--- config.mk ---
export PLATFORM = sky130hd
export DESIGN_NAME = tx_abort_term
export DESIGN_NICKNAME = d
export VERILOG_FILES = /design/src/rtl/tx_abort_pkg.sv /design/src/rtl/tx_crc32_acc.sv /design/src/rtl/tx_bit_meter.sv /design/src/rtl/tx_fcs_sel.sv /design/src/rtl/tx_abort_term.sv
export SDC_FILE = /design/constraint.sdc
export NUM_CORES = 1
export LEC_CHECK = 0
export ABC_AREA = 1
export BUFFER_PORTS_ARGS = -buffer_cell sky130_fd_sc_hd__buf_2
export CAP_MARGIN = 10
export CORE_MARGIN = 8
export CORE_UTILIZATION = 57
export CTS_BUF_LIST = sky130_fd_sc_hd__clkbuf_4 sky130_fd_sc_hd__clkbuf_8
export DETAILED_ROUTE_END_ITERATION = 7
export GPL_TIMING_DRIVEN = 0
export HOLD_SLACK_MARGIN = 0.05
export PLACE_DENSITY_LB_ADDON = 0.3
export SYNTH_ARGS = -nofsm -noshare
export SYNTH_HDL_FRONTEND = slang
export SYNTH_SLANG_ARGS = --single-unit
--- constraint.sdc ---
create_clock -name clk -period 1.5 [get_ports clk]
set_input_delay 0.225 -clock clk [delete_from_list [all_inputs] [get_ports clk]]
set_output_delay 0.225 -clock clk [all_outputs]
set_load 0.005 [all_outputs]
--- src/rtl/tx_abort_pkg.sv ---
package tx_abort_pkg;

   localparam int          CRC_W         = 32;
   localparam logic [31:0] CRC_POLY_REFL = 32'hEDB88320;
   localparam logic [31:0] CRC_SEED      = 32'hFFFF_FFFF;

   typedef enum logic [1:0] {
      END_NONE   = 2'b00,
      END_NORMAL = 2'b01,
      END_RUNT   = 2'b10,
      END_BADFCS = 2'b11
   } end_kind_e;

   typedef enum logic [2:0] {
      ST_IDLE,
      ST_DATA,
      ST_FCS_OK,
      ST_FCS_BAD,
      ST_DRAIN
   } tx_state_e;

endpackage

--- src/rtl/tx_crc32_acc.sv ---
module tx_crc32_acc
   import tx_abort_pkg::*;
#(
   parameter int          BYTE_W = 8,
   parameter logic [31:0] POLY   = CRC_POLY_REFL,
   parameter logic [31:0] SEED   = CRC_SEED
) (
   input  logic              clk,
   input  logic              rst_n,
   input  logic              clear,
   input  logic              upd,
   input  logic [BYTE_W-1:0] din,
   output logic [CRC_W-1:0]  crc
);

   if (BYTE_W < 1) begin : g_bad_width
      $error("tx_crc32_acc: BYTE_W must be positive");
   end

   logic [CRC_W-1:0] crc_q;
   logic [CRC_W-1:0] stage [0:BYTE_W];

   assign stage[0] = crc_q;

   // one unrolled shift stage per input bit, LSB first
   for (genvar g = 0; g < BYTE_W; g++) begin : g_bit
      assign stage[g+1] = (stage[g][0] ^ din[g]) ? ((stage[g] >> 1) ^ POLY)
                                                  :  (stage[g] >> 1);
   end

   always_ff @(posedge clk) begin
      if (!rst_n)      crc_q <= SEED;
      else if (clear)  crc_q <= SEED;
      else if (upd)    crc_q <= stage[BYTE_W];
   end

   assign crc = crc_q;

   // a cleared accumulator starts the next frame from the seed
   a_r6_crc_reseed: assert property (@(posedge clk) disable iff (!rst_n)
      clear |=> (crc == SEED));

endmodule

--- src/rtl/tx_bit_meter.sv ---
module tx_bit_meter #(
   parameter int MIN_BITS = 512,
   parameter int BYTE_W   = 8
) (
   input  logic clk,
   input  logic rst_n,
   input  logic clear,
   input  logic step,
   output logic past_min
);

   localparam int MIN_BYTES = MIN_BITS / BYTE_W;
   localparam int CNT_W     = $clog2(MIN_BYTES + 1);

   if (MIN_BITS <= 0 || (MIN_BITS % BYTE_W) != 0) begin : g_bad_min
      $error("tx_bit_meter: MIN_BITS must be a positive multiple of BYTE_W");
   end

   logic [CNT_W-1:0] cnt_q;
   logic             sat;

   assign sat = (cnt_q == CNT_W'(MIN_BYTES));

   always_ff @(posedge clk) begin
      if (!rst_n)               cnt_q <= '0;
      else if (clear)           cnt_q <= '0;
      else if (step && !sat)    cnt_q <= cnt_q + CNT_W'(1);
   end

   assign past_min = sat;

   // byte count never passes the saturation point
   a_r12_saturate: assert property (@(posedge clk) disable iff (!rst_n)
      cnt_q <= CNT_W'(MIN_BYTES));

   // each accepted byte below the threshold advances the count by one
   a_r12_count_step: assert property (@(posedge clk) disable iff (!rst_n)
      (step && !clear && !sat) |=> (cnt_q == $past(cnt_q) + CNT_W'(1)));

endmodule

--- src/rtl/tx_fcs_sel.sv ---
module tx_fcs_sel #(
   parameter int BYTE_W = 8,
   parameter int WORD_W = 32
) (
   input  logic [WORD_W-1:0]                   crc,
   input  logic                                normal,
   input  logic [$clog2(WORD_W/BYTE_W)-1:0]    idx,
   output logic [BYTE_W-1:0]                   byte_out
);

   localparam int NLANES = WORD_W / BYTE_W;

   if ((WORD_W % BYTE_W) != 0 || NLANES < 2) begin : g_bad_split
      $error("tx_fcs_sel: WORD_W must split into at least two lanes");
   end

   logic [WORD_W-1:0] word;
   logic [BYTE_W-1:0] lanes [NLANES];

   // normal end sends the complement; abort end sends the raw register
   assign word = normal ? ~crc : crc;

   for (genvar g = 0; g < NLANES; g++) begin : g_lane
      assign lanes[g] = word[g*BYTE_W +: BYTE_W];
   end

   assign byte_out = lanes[idx];

endmodule

--- src/rtl/tx_abort_term.sv ---
module tx_abort_term
   import tx_abort_pkg::*;
#(
   parameter int MIN_BITS = 512,
   parameter int BYTE_W   = 8
) (
   input  logic              clk,
   input  logic              rst_n,
   input  logic [BYTE_W-1:0] src_data,
   input  logic              src_valid,
   input  logic              src_last,
   output logic              src_ready,
   input  logic              line_ready,
   input  logic              abort_req,
   output logic [BYTE_W-1:0] line_data,
   output logic              line_valid,
   output logic              done,
   output logic [1:0]        done_kind
);

   localparam int FCS_BYTES = CRC_W / BYTE_W;
   localparam int IDX_W     = $clog2(FCS_BYTES);

   if (BYTE_W != 8) begin : g_bad_byte
      $error("tx_abort_term: line is byte-wide, BYTE_W must be 8");
   end

   tx_state_e        st_q;
   logic [IDX_W-1:0] fcs_idx_q;
   logic             done_q;
   end_kind_e        kind_q;

   logic             data_phase, in_fcs, abort_hit;
   logic             data_xfer, fcs_xfer, fcs_last, runt_cut, close;
   logic             past_min;
   logic [CRC_W-1:0] crc;
   logic [BYTE_W-1:0] fcs_byte;

   assign data_phase = (st_q == ST_IDLE) || (st_q == ST_DATA);
   assign in_fcs     = (st_q == ST_FCS_OK) || (st_q == ST_FCS_BAD);
   assign abort_hit  = abort_req && (st_q == ST_DATA);
   assign data_xfer  = data_phase && src_valid && line_ready && !abort_hit;
   assign fcs_xfer   = in_fcs && line_ready;
   assign fcs_last   = fcs_xfer && (fcs_idx_q == IDX_W'(FCS_BYTES - 1));
   assign runt_cut   = abort_hit && !past_min;
   assign close      = runt_cut || fcs_last;

   tx_crc32_acc #(.BYTE_W(BYTE_W)) u_crc (
      .clk   (clk),
      .rst_n (rst_n),
      .clear (close),
      .upd   (data_xfer),
      .din   (src_data),
      .crc   (crc)
   );

   tx_bit_meter #(.MIN_BITS(MIN_BITS), .BYTE_W(BYTE_W)) u_meter (
      .clk      (clk),
      .rst_n    (rst_n),
      .clear    (close),
      .step     (data_xfer),
      .past_min (past_min)
   );

   tx_fcs_sel #(.BYTE_W(BYTE_W), .WORD_W(CRC_W)) u_fcs (
      .crc      (crc),
      .normal   (st_q == ST_FCS_OK),
      .idx      (fcs_idx_q),
      .byte_out (fcs_byte)
   );

   always_comb begin
      line_valid = 1'b0;
      line_data  = src_data;
      src_ready  = 1'b0;
      if (data_phase) begin
         line_valid = src_valid && !abort_hit;
         src_ready  = line_ready && !abort_hit;
      end else if (in_fcs) begin
         line_valid = 1'b1;
         line_data  = fcs_byte;
      end else begin
         src_ready  = 1'b1;
      end
   end

   always_ff @(posedge clk) begin
      if (!rst_n) begin
         st_q      <= ST_IDLE;
         fcs_idx_q <= '0;
         done_q    <= 1'b0;
         kind_q    <= END_NONE;
      end else begin
         done_q <= 1'b0;
         kind_q <= END_NONE;
         unique case (st_q)
            ST_IDLE, ST_DATA: begin
               if (abort_hit) begin
                  fcs_idx_q <= '0;
                  if (past_min) begin
                     st_q <= ST_FCS_BAD;
                  end else begin
                     st_q   <= ST_DRAIN;
                     done_q <= 1'b1;
                     kind_q <= END_RUNT;
                  end
               end else if (data_xfer) begin
                  fcs_idx_q <= '0;
                  st_q      <= src_last ? ST_FCS_OK : ST_DATA;
               end
            end
            ST_FCS_OK, ST_FCS_BAD: begin
               if (fcs_xfer) begin
                  fcs_idx_q <= fcs_idx_q + IDX_W'(1);
                  if (fcs_last) begin
                     done_q <= 1'b1;
                     kind_q <= (st_q == ST_FCS_OK) ? END_NORMAL : END_BADFCS;
                     st_q   <= (st_q == ST_FCS_OK) ? ST_IDLE : ST_DRAIN;
                  end
               end
            end
            ST_DRAIN: begin
               if (src_valid && src_last) st_q <= ST_IDLE;
            end
            default: st_q <= ST_IDLE;
         endcase
      end
   end

   assign done      = done_q;
   assign done_kind = kind_q;

   // the cycle reporting a runt sends nothing on the line
   a_r3_runt_quiet: assert property (@(posedge clk) disable iff (!rst_n)
      (done && done_kind == END_RUNT) |-> !line_valid);

   // done never lasts two cycles
   a_r10_done_pulse: assert property (@(posedge clk) disable iff (!rst_n)
      done |=> !done);

   // a stalled FCS byte stays on the line unchanged
   a_r9_fcs_hold: assert property (@(posedge clk) disable iff (!rst_n)
      (in_fcs && !line_ready) |=> (line_valid && $stable(line_data)));

   // an abort during a normal FCS leaves the normal FCS running
   a_r7_fcs_abort_ignored: assert property (@(posedge clk) disable iff (!rst_n)
      (st_q == ST_FCS_OK && abort_req && !line_ready) |=> (st_q == ST_FCS_OK));

endmodule

**Word-level counts from Yosys, hierarchy flattened**

Cells that the tools add are included.

- Word-level logic and storage cells: 103
- Flip-flop bits (word level): 47
- Bits of input ports: 14
- Output and inout bits: 13

- Magnitude comparators: 1
- Multiplexer cells: 42
- Equality and inequality tests: 10
- Reduce and logical (&&, ||, !) cells: 23
- $add $sub $neg: 2
- Bitwise operators: 19

Operators by type and width:

| kind | count |
|---|---|
| two-way mux 32 bit | 9 |
| NOT 13 -> 14 bit | 8 |
| two-way mux 8 bit | 4 |
| NOT 32 bit | 1 |
| two-way mux 3 bit | 7 |
| two-way mux 2 bit | 9 |
| binary-select mux 8 bit (select 2 bit) | 1 |
| logical AND 1 bit | 11 |
| case mux 3 bit (3 select lines) | 1 |
| two-way mux 1 bit | 8 |
| case mux 2 bit (2 select lines) | 2 |
| bitwise XOR 1 bit | 8 |
| adder 7 x 1 -> 7 bit, second input constant | 1 |
| == test 7 bit, second input constant | 1 |
| == test 3 x 2 -> 1 bit, second input constant | 2 |
| != test 2 bit, second input constant | 3 |
| OR reduction 2 bit | 3 |
| AND reduction 4 bit | 1 |
| == test 3 x 1 -> 1 bit, second input constant | 1 |
| == test 3 bit, second input constant | 1 |
| greater-or-equal comparator 3 bit, second input constant | 1 |
| logical NOT 3 bit | 1 |
| logical OR 1 bit | 3 |
| != test 3 x 2 -> 1 bit, second input constant | 1 |
| other kinds (8) | 9 |

**Logic depth before layout (Yosys ltp)**

- Word-level depth: 16
- Mapped depth: 13
- Depth with buffers taken out: 12

**Modules after synthesis**

A second synthesis with hierarchy kept.

- Cell total of the unflattened synthesis: 601
- Area, all modules: 3990.1 sq um

Modules (own cells, without submodules):

| module | area an instance (sq um) | cells an instance | sequential area each (sq um) | times used |
|---|---|---|---|---|
| tx_crc32_acc | 2482.4 | 351 | 640.6 | 1 |
| tx_abort_term | 566.8 | 92 | 160.2 | 1 |
| tx_fcs_sel | 475.5 | 88 | 0.0 | 1 |
| tx_bit_meter | 465.4 | 70 | 140.1 | 1 |

**Worst setup path before layout**

OpenSTA, ideal clock, no wires.

- Path type: reg-to-reg
- Start: register u_meter.cnt_q[0]
- End: register u_crc.crc_q[13] (netlist: u_crc.crc[13])
- Arrival: 1322 ps
- Library setup time: 128 ps
- Path buffers: 1
- Required time: 1372 ps
- Period minus slack after synthesis: 1449 ps
- Stages on the path, launching flop included: 11
- Path slack: 51 ps
- Path through: dfxtp_1 -> inv_1 -> ha_1 -> inv_1 -> nor3_1 -> nand2_1 -> nand2_2 -> nand3_4 -> buf_6 -> a21oi_1 -> o21ai_1

- Cells in the longest elaborated chain, start to end: 5

RTL lines:

| what | RTL line | source |
|---|---|---|
| start, declared | tx_bit_meter.sv:19 | `logic [CNT_W-1:0] cnt_q;` |
| start signal, assigned | tx_bit_meter.sv:27 | `else if (step && !sat) cnt_q <= cnt_q + CNT_W'(1);` |
| == test 7 bit | tx_bit_meter.sv:22 | `assign sat = (cnt_q == CNT_W'(MIN_BYTES));` |
| logical NOT 1 bit | tx_abort_term.sv:45 | `assign runt_cut = abort_hit && !past_min;` |
| logical AND 1 bit | tx_abort_term.sv:45 |  |
| logical OR 1 bit | tx_abort_term.sv:46 | `assign close = runt_cut \|\| fcs_last;` |
| OR reduction 2 bit (no source line) | -- |  |
| end signal, assigned | tx_crc32_acc.sv:34 | `else if (upd) crc_q <= stage[BYTE_W];` |
| end, declared | tx_crc32_acc.sv:20 | `logic [CRC_W-1:0] crc_q;` |

Every way passes these cells.
A chain may end at the register's enable or synchronous reset.

**Worst setup path in the final report**

- Start: register fcs_idx_q[0]
- End: output line_data[1]

- Cells in the longest elaborated chain, start to end: 6

RTL lines:

| what | RTL line | source |
|---|---|---|
| start, declared | tx_abort_term.sv:29 | `logic [IDX_W-1:0] fcs_idx_q;` |
| start signal, assigned | tx_abort_term.sv:114 | `fcs_idx_q <= fcs_idx_q + IDX_W'(1);` |
| NOT 2 -> 3 bit (not written as such) | tx_fcs_sel.sv:27 | `assign byte_out = lanes[idx];` |
| binary-select mux 8 bit (select 2 bit) | tx_fcs_sel.sv:27 |  |
| two-way mux 8 bit (not written as such) (2 in series) | tx_fcs_sel.sv:27 |  |
| two-way mux 8 bit | tx_abort_term.sv:79 | `end else if (in_fcs) begin` |
| two-way mux 8 bit | tx_abort_term.sv:76 | `if (data_phase) begin` |
| end, declared | tx_abort_term.sv:15 | `output logic [BYTE_W-1:0] line_data,` |

Every way passes these cells. The select of a mux whose other input is x is not followed.

==> qor.yml <==
timing:
  grt_setup_unrepaired: "yes"
  period_minus_slack_ps: 2200
  relSlewSlack_pct: 72.3
  final-hold-violation-count: 0
  skew_ps: 13.3
  holdWs_ps: 185
  worstMarginPinSlew_ps: 414
  timing.fmax_mhz: 455
  slew_viol_final: 0
  timing.final.crit_share_pct: 146
  layout_setup_ws_ps: -697
  setup_viol: 53
cells_and_area:
  design_area_sq_um: 4970
  area_growth_pct: 45.6
  drive_gt1_share_pct: 40.1
  fillers: 286
  instances_no_fill: 706
  final_common_cell: "nand2_1"
  antenna_cells: 0
  layout.nets: 647
  final_cell_mix: "nand2_1 (154), inv_1 (56), dfxtp_1 (34)"
route:
  drc: 28
  ant_nets: 0
  vias: 4656
  vias_per_cell: 6.59
  dr.first_iter.drc_count: 837
  drt_pre_antenna_iters: 8
  wl_um: 16100
  wl_per_cell_um: 22.7
die:
  rows: 28
  io_pins: 27
  dieWidth_um: 93.4
  dieArea_sq_um: 8720
  start_util_pct: 58.4
  die_h_um: 93.4
  core-area_sq_um: 5850
global_route:
  antenna_found_initial: 0
  grt_pass1_vias: 4028
  overflow: 0
  grt_pass1_wl_um: 19700
  grt_usage_pct: 28.5
  grt_max_degree: 14
run_status:
  violations: "design-rule violations, negative setup slack"
  status: "finished with violations"
clock_tree:
  cts.sinks: 47
  cts_tree: "yes"
  cts_made_buffers: 5
  clock_latency_ps: 320
  htreeDepth: 2
  root_buffer: "clkbuf_8"
  cts_hold_buf: 0
  clockBufferDepth: 2
  clk_pin_slew_worst_paths_ps: 80
worst_setup_path:
  critPathKind: "reg -> out"
  critPathMaxFanout: 9
  cp_data_required_time_ps: 1270
  setup.worst_path.start_class: "flip-flop"
  worst_ep_arrival_time_ps: 1970
  crit_path_end_kind: "output pin"
logic_synthesis:
  synth_compound_area_share_pct: 19.0
  ys_ff_latch: 47
  yosys_warnings: 0
  synthAdderAreaFrac_pct: 1.10
  yosysSeqAreaShare_pct: 27.6
  synth_top_family_by_area: "simple AND/OR/NAND/NOR gates"
  avgSynthCellArea_sq_um: 6.29
  synth.distinct_cells: 41
  synth_xor_area_share_pct: 6.60
  synth_area_sq_um: 3410
  synth_mux_area_share_pct: 0
  yosys.area_share.simple_pct: 34.5
  synth_nets: 560
  syn_inst: 543
placed_design:
  dp_slack_ps: -453
  dpl.hpwl_um: 7500
  placedCellCount: 644
  placed_area_sq_um: 3640
  gp_congestion: 0.962
  portBuffers: 26
power_and_ir_drop:
  powerDensity_nw_per_um2: 973
  peakVddDrop_uv: 749
  total_power_mw: 4.84
  leakage_nw: 2.39
job:
  cap_viol_max_count: 0
min_path:
  hp-class: "in -> reg"
critical path: stages, from the launching register on:
cell      delay, ps
dfxtp_4         400
buf_8           160
o211ai_1        360
nand2_1         220
nand2_1         110
o21ai_1          70
o22ai_1         160
inv_1            60
buf_2           130
cell families after synthesis:
logic type,Yosys count
flops,47
buf+inv,90
compound gates,114
simple gates,265
xor+xnor,24
fa+ha+maj,3
what timing repair did:
action,4_1_cts,5_1_grt
endpoints found under the setup margin,51,54
resized for setup,127,120
gates cloned,5,1
buffers inserted,28,22
pin swaps,29,38
hold endpoints to repair,0,0
flip-flops by register name (all words and copies together) (netlist names):
| name | flops |
|---|---|
| u_crc.crc | 32 |
| u_meter.cnt_q | 7 |
| fcs_idx_q | 2 |
| done | 1 |
| done_kind | 2 |
| st_q | 3 |
worst paths after layout:
path	start	to	slack [ps]	cells past startpoint
worst max register to register	u_crc.crc[1]$_SDFFE_PP1P_	u_crc.crc[17]$_SDFFE_PP1P_	-300	11
worst min register to register	u_crc.crc[22]$_SDFFE_PP1P_	u_crc.crc[22]$_SDFFE_PP1P_	490	2
worst max-delay path	fcs_idx_q[0]$_SDFFE_PN0P_	line_data[1]	-700	8
worst min-delay path	rst_n	st_q[2]$_SDFFE_PN0P_	190	3
area by class of cell:
cell class	count	area [sq um]	area share (%)
Multi-Input combinational cell	407	2610	52.5
Sequential cell	47	967	19.5
Timing Repair Buffer	78	668	13.4
Inverter	75	334	6.72
Buffer	15	199	4.00
Tap cell	75	93.8	1.89
Clock buffer	7	83.8	1.69
Timing Repair inverter	1	8.76	0.176
Clock inverter	1	5.00	0.101
metal layers:
metal	wire length (um)	track usage, %
met4	1490	11.7
met2	7070	48.2
met3	2230	8.33
met5	0	0
met1	5280	32.7
synth_stat cells (all sizes together):
master,n,area share [%]
nand2,190,22
inv,73,8.1
dfxtp,47,28
a21oi,45,6.8
o21ai,41,6.0
nand3,38,6.6
nor2,24,3.2
xor2,20,5.4
o211ai,16,3.5
buf,11,2.4
a22oi,7,1.5
nand4,6,1.1
clkbuf,4,0.44
xnor2,4,1.2
ha,3,1.1
nor3,3,0.44
clkinv,2,0.26
o311ai,2,0.51
a211oi,1,0.22
nand3b,1,0.22
nor3b,1,0.37
nor4,1,0.18
o21bai,1,0.22
o22ai,1,0.18
or2,1,0.18
power breakdown:
group | switching [mW] | internal [mW]
Combinational | 1.56 | 0.922
Sequential | 0.148 | 1.37
Clock | 0.472 | 0.365
stage by stage:
stage,setup TNS [ps],util [%]
2_1_floorplan,0,-
3_3_place_gp,-7190,62.2
3_5_place_dp,-8370,62.2
4_1_cts,-6330,75.4
5_1_grt,-11010,85.0
6_report,-8690,85.0
(Power assumes the default switching activity.)
